<file path="config.mk">
export PLATFORM = sky130hd
export DESIGN_NAME = serial_bank_loader
export DESIGN_NICKNAME = d
export VERILOG_FILES = /design/src/rtl/sbl_pkg.sv /design/src/rtl/sbl_guard.sv /design/src/rtl/sbl_shifter.sv /design/src/rtl/sbl_regs.sv /design/src/rtl/serial_bank_loader.sv
export SDC_FILE = /design/constraint.sdc
export NUM_CORES = 1
export LEC_CHECK = 0
export ABC_CLOCK_PERIOD_IN_PS = 2100
export CAP_MARGIN = 30
export CORE_UTILIZATION = 60
export CTS_CLUSTER_DIAMETER = 100
export DETAILED_ROUTE_END_ITERATION = 10
export DONT_BUFFER_PORTS = 1
export GPL_TIMING_DRIVEN = 1
export HOLD_SLACK_MARGIN = 0.05
export PLACE_DENSITY = 0.74
export SYNTH_ARGS = -nofsm -noshare
export SYNTH_HDL_FRONTEND = slang
export SYNTH_SLANG_ARGS = --single-unit
</file>
<file path="constraint.sdc">
create_clock -name clk -period 2.1 [get_ports clk]
set_input_delay 0.42 -clock clk [delete_from_list [all_inputs] [get_ports clk]]
set_output_delay 0.42 -clock clk [all_outputs]
set_load 0.05 [all_outputs]
</file>
<file path="src/rtl/sbl_pkg.sv">
package sbl_pkg;
    typedef enum logic [1:0] {
        DST_CTRL = 2'd0,
        DST_CHR0 = 2'd1,
        DST_CHR1 = 2'd2,
        DST_PRG  = 2'd3
    } dest_e;

    localparam int NUM_REGS   = 4;
    localparam int MODE_LSB   = 2;
    localparam int GUARD_OPEN = 2;
endpackage

</file>
<file path="src/rtl/sbl_guard.sv">
module sbl_guard (
    input  logic clk,
    input  logic rst_n,
    input  logic m2,
    input  logic wr_hit,
    output logic accept
);
    typedef struct packed {
        logic       m2;
        logic [1:0] edges;
    } guard_t;

    guard_t st_d, st_q;
    logic       rise;
    logic [1:0] eff;

    always_comb begin
        rise   = m2 & ~st_q.m2;
        eff    = (st_q.edges == 2'(sbl_pkg::GUARD_OPEN)) ? 2'(sbl_pkg::GUARD_OPEN)
                                                         : st_q.edges + {1'b0, rise};
        accept = wr_hit && (eff != 2'd1);
        st_d.m2    = m2;
        st_d.edges = accept ? 2'd0 : eff;
    end

    always_ff @(posedge clk) begin
        if (!rst_n) begin
            st_q.m2    <= 1'b0;
            st_q.edges <= 2'(sbl_pkg::GUARD_OPEN);
        end else begin
            st_q <= st_d;
        end
    end
endmodule

</file>
<file path="src/rtl/sbl_shifter.sv">
module sbl_shifter #(
    parameter int VAL_W = 5
) (
    input  logic             clk,
    input  logic             rst_n,
    input  logic             wr_en,
    input  logic             bit_in,
    input  logic             abort,
    output logic             commit,
    output logic [VAL_W-1:0] value
);
    localparam int CNT_W = (VAL_W > 1) ? $clog2(VAL_W) : 1;
    localparam logic [CNT_W-1:0] LAST = CNT_W'(VAL_W - 1);

    typedef struct packed {
        logic [VAL_W-1:0] sr;
        logic [CNT_W-1:0] n;
    } shf_t;

    shf_t st_d, st_q;

    always_comb begin
        st_d   = st_q;
        commit = 1'b0;
        value  = {bit_in, st_q.sr[VAL_W-1:1]};
        if (wr_en) begin
            if (abort) begin
                st_d = '0;
            end else if (st_q.n == LAST) begin
                commit = 1'b1;
                st_d   = '0;
            end else begin
                st_d.sr = value;
                st_d.n  = st_q.n + 1'b1;
            end
        end
    end

    always_ff @(posedge clk) begin
        if (!rst_n) st_q <= '0;
        else        st_q <= st_d;
    end
endmodule

</file>
<file path="src/rtl/sbl_regs.sv">
module sbl_regs #(
    parameter int VAL_W = 5
) (
    input  logic                                      clk,
    input  logic                                      rst_n,
    input  logic                                      commit,
    input  sbl_pkg::dest_e                            dest,
    input  logic [VAL_W-1:0]                          value,
    input  logic                                      force_mode,
    output logic [sbl_pkg::NUM_REGS-1:0][VAL_W-1:0]   bank_o
);
    localparam int ML = sbl_pkg::MODE_LSB;
    localparam logic [VAL_W-1:0] CTRL_INIT = VAL_W'(3) << ML;

    for (genvar g = 0; g < sbl_pkg::NUM_REGS; g++) begin : g_reg
        localparam logic [VAL_W-1:0] INIT = (g == 0) ? CTRL_INIT : '0;
        logic [VAL_W-1:0] r_d, r_q;

        always_comb begin
            r_d = r_q;
            if (commit && (dest == sbl_pkg::dest_e'(g))) r_d = value;
            if ((g == 0) && force_mode) r_d[ML+1:ML] = 2'b11;
        end

        always_ff @(posedge clk) begin
            if (!rst_n) r_q <= INIT;
            else        r_q <= r_d;
        end

        assign bank_o[g] = r_q;
    end
endmodule

</file>
<file path="src/rtl/serial_bank_loader.sv">
module serial_bank_loader #(
    parameter int ADDR_W = 16,
    parameter int DATA_W = 8,
    parameter int VAL_W  = 5
) (
    input  logic              clk,
    input  logic              rst_n,
    input  logic              m2,
    input  logic              cpu_we,
    input  logic [ADDR_W-1:0] cpu_addr,
    input  logic [DATA_W-1:0] cpu_data,
    output logic [VAL_W-1:0]  ctrl_o,
    output logic [VAL_W-1:0]  chr0_o,
    output logic [VAL_W-1:0]  chr1_o,
    output logic [VAL_W-1:0]  prg_o
);
    logic wr_hit, wr_ok, commit, abort;
    logic [VAL_W-1:0] value;
    sbl_pkg::dest_e dest;
    logic [sbl_pkg::NUM_REGS-1:0][VAL_W-1:0] bank;

    assign wr_hit = cpu_we & cpu_addr[ADDR_W-1];
    assign abort  = cpu_data[DATA_W-1];
    assign dest   = sbl_pkg::dest_e'(cpu_addr[ADDR_W-2 -: 2]);

    sbl_guard u_guard (
        .clk    (clk),
        .rst_n  (rst_n),
        .m2     (m2),
        .wr_hit (wr_hit),
        .accept (wr_ok)
    );

    sbl_shifter #(.VAL_W(VAL_W)) u_shift (
        .clk    (clk),
        .rst_n  (rst_n),
        .wr_en  (wr_ok),
        .bit_in (cpu_data[0]),
        .abort  (abort),
        .commit (commit),
        .value  (value)
    );

    sbl_regs #(.VAL_W(VAL_W)) u_regs (
        .clk        (clk),
        .rst_n      (rst_n),
        .commit     (commit),
        .dest       (dest),
        .value      (value),
        .force_mode (wr_ok & abort),
        .bank_o     (bank)
    );

    assign ctrl_o = bank[0];
    assign chr0_o = bank[1];
    assign chr1_o = bank[2];
    assign prg_o  = bank[3];
endmodule

</file>
==> metrics <==
drt initial violations 26; first-pass GRT wire length 4491 um; GRT Total Usage 24.42%; largest net degree at the start of global routing 32; grt ovf 0; TritonCTS clock tree built; pwr dens 668.4 nW/um2; Reg clk slew, reported paths 0.08 ns; Post-CTS Resized 0; Ports 48; DP Area 1381 um2; cell taking the most area after synthesis dfxtp_1; number of distinct library cells after synthesis 34; max-cap violations 0; Post-Place Worst Slack 0.1924 ns; Seq/Total Area, Yosys 42.93%; Crit. End Element register; gpl congestion 0.7550; Critical Path Source Type register; Final TNS setup 0 ns; Syn Nets 179; Cell Rows 17; post-synth top area share 42.93%; critical path's largest stage delay 0.42 ns; worst-margin pin slew 0.5047 ns; dpl cells 169; count leader, synth dfxtp_1; CTS max path bufs 2; total wire length 2756 um; via-per-instance ratio 6.257; final slew viol count 0; initial antenna violation count 0; main area contributors after synthesis dfxtp_1 43%, a21boi_1 11%, nand3_1 8.2%, o21ai_0 7.9%, mux2i_1 3.6%; cell count along the critical path 6; final antenna-violating net count 0; average size of a mapped cell 9.452 um2; Ys Warns 0; width of the die 50.29 um; P_leak 0.5459 nW; Req. time, crit path 2.36 ns; Post-CTS Hold Buffers 0; full die area 2529 um2; Sink Count 30; Post-Synthesis Cells 148; Post-synth EDFFs 0; Root Driver clkbuf_4; DP Wirelength 1926 um; H-Tree Depth 2; CTS Buf Count 5; Most used DFF post-synth dfxtp_1; FF-to-FF path depth 6; hold path depth 1; total power 0.9576 mW; hold_ws 0.1680 ns; RSZ-0062 raised after global routing false; number of global-route vias before repair 1,006; Die Span Y 50.29 um; Core Area 2212 um2; Worst path top cell family by delay simple AND/OR/NAND/NOR gates; peak supply drop 0.5483 mV; starting density of the core 63.24%; critical path class reg -> reg; Core Util, Final 64.76%; clock skew 0.003784 ns; Antenna diodes 0; fmax 572.0 MHz; Final Hold Fails 0; status finished clean; final cell count without fillers 175; Yosys reg bits 30; CP max stage cell or3b_4; Hold Path Class in -> reg; layout cells sized above 1 10.20%; critical-path cell list ha_1 > or3b_4 > nand2_1 > buf_4 > o21ai_0 > a21boi_1; Setup WS post-layout 0.3517 ns; drt wl/cell 15.75 um; Final nets 179; Syn-to-layout area delta 2.415%; Final min period 1.748 ns; slew margin rel. 66.10%; commonest cells in the netlist 30 x dfxtp_1, 23 x nand3_1, 22 x o21ai_0, 20 x a21boi_1, 5 x mux2i_1; fin area 1433 um2; drt pass-1 iters 4; # setup viols final 0; Buffers on Ports 0; CP bufs+invs 1; Data arrival, critical path 2.01 ns; Worst-Skew Late Latency 0.32 ns; DR vias 1,095; ys async rst share 0%; final routed DRC violation total 0; Final Cycle Share 83.25%; Setup Fix Bufs, Post-CTS 0; worst-path fanout max 21; post-synthesis cell area 1399 um2
-- where the power goes --
part           internal, mW  leakage, nW  total, mW  switching [mW]
Clock                 0.150       0.0302      0.329           0.179
Sequential            0.573        0.242      0.577         0.00446
Combinational        0.0233        0.273     0.0507          0.0275
Total                 0.747        0.546      0.958           0.211
-- layer usage --
layer	global-route usage, %	vias to the layer above	part of all wire (%)
li1	-	539	-
met1	31.25	514	47
met2	35.33	34	45
met3	7.879	8	5.9
met4	14.76	0	2.3
met5	0	-	0
-- state kept, by name (all words and copies together), names as in the netlist --
name / flops
u_regs.g.r_q: 20
u_shift.value: 4
u_guard.st_q: 3
u_shift.st_q: 3
-- worst reg2reg max path, delay by kind of cell, from the launching register on --
family	cells	cell delay, ns
AO/OA/AOI/OAI	2	0.30
adder cells (fa/ha/maj)	1	0.33
buffers and inverters	1	0.21
flip-flops	1	0.35
AND/OR/NAND/NOR	2	0.49
-- logic make-up (layout without fill, tap and decap cells) --
group / count (synthesis) / count (layout) / share of synthesized area [%]
mux: 5 / 5 / 3.578
compound gates: 48 / 48 / 22.00
flops: 30 / 30 / 42.93
buf+inv: 12 / 11 / 5.366
fa+ha+maj: 3 / 3 / 2.684
simple gates: 50 / 50 / 23.43
-- cell usage in the layout (no fill, tap or decap), types with 2 or more instances in the layout --
master / count
nor2b_1: 4
dfxtp_1: 30
nand3_1: 23
o21ai_0: 22
ha_1: 3
mux2i_1: 5
clkbuf_4: 5
and2_1: 2
nand4_1: 2
nand2_1: 4
inv_1: 4
nor4bb_1: 2
a21boi_1: 20
-- final cells by class --
class | instances | area (um2)
sequential | 30 | 600.6
multi-input combinational | 106 | 723.2
fill | 192 | 779.5
timing repair buffer | 1 | 7.507
clock buffer | 6 | 51.30
inverter | 4 | 15.01
tap | 28 | 35.03
-- final timing paths --
kind	startpoint	to	slack [ns]
setup / recovery	u_guard.st_q[0]$_SDFF_PP0_	u_regs.g_reg[3].r_q[0]$_SDFFE_PN0P_	0.35
hold / removal	rst_n	u_regs.g_reg[0].r_q[2]$_SDFFE_PP1P_	0.17
setup reg to reg	u_guard.st_q[0]$_SDFF_PP0_	u_regs.g_reg[3].r_q[0]$_SDFFE_PN0P_	0.35
hold reg to reg	u_shift.st_q[0]$_SDFFE_PN0P_	u_shift.st_q[0]$_SDFFE_PN0P_	0.50
No activity file was read; power rests on OpenSTA's default activity.
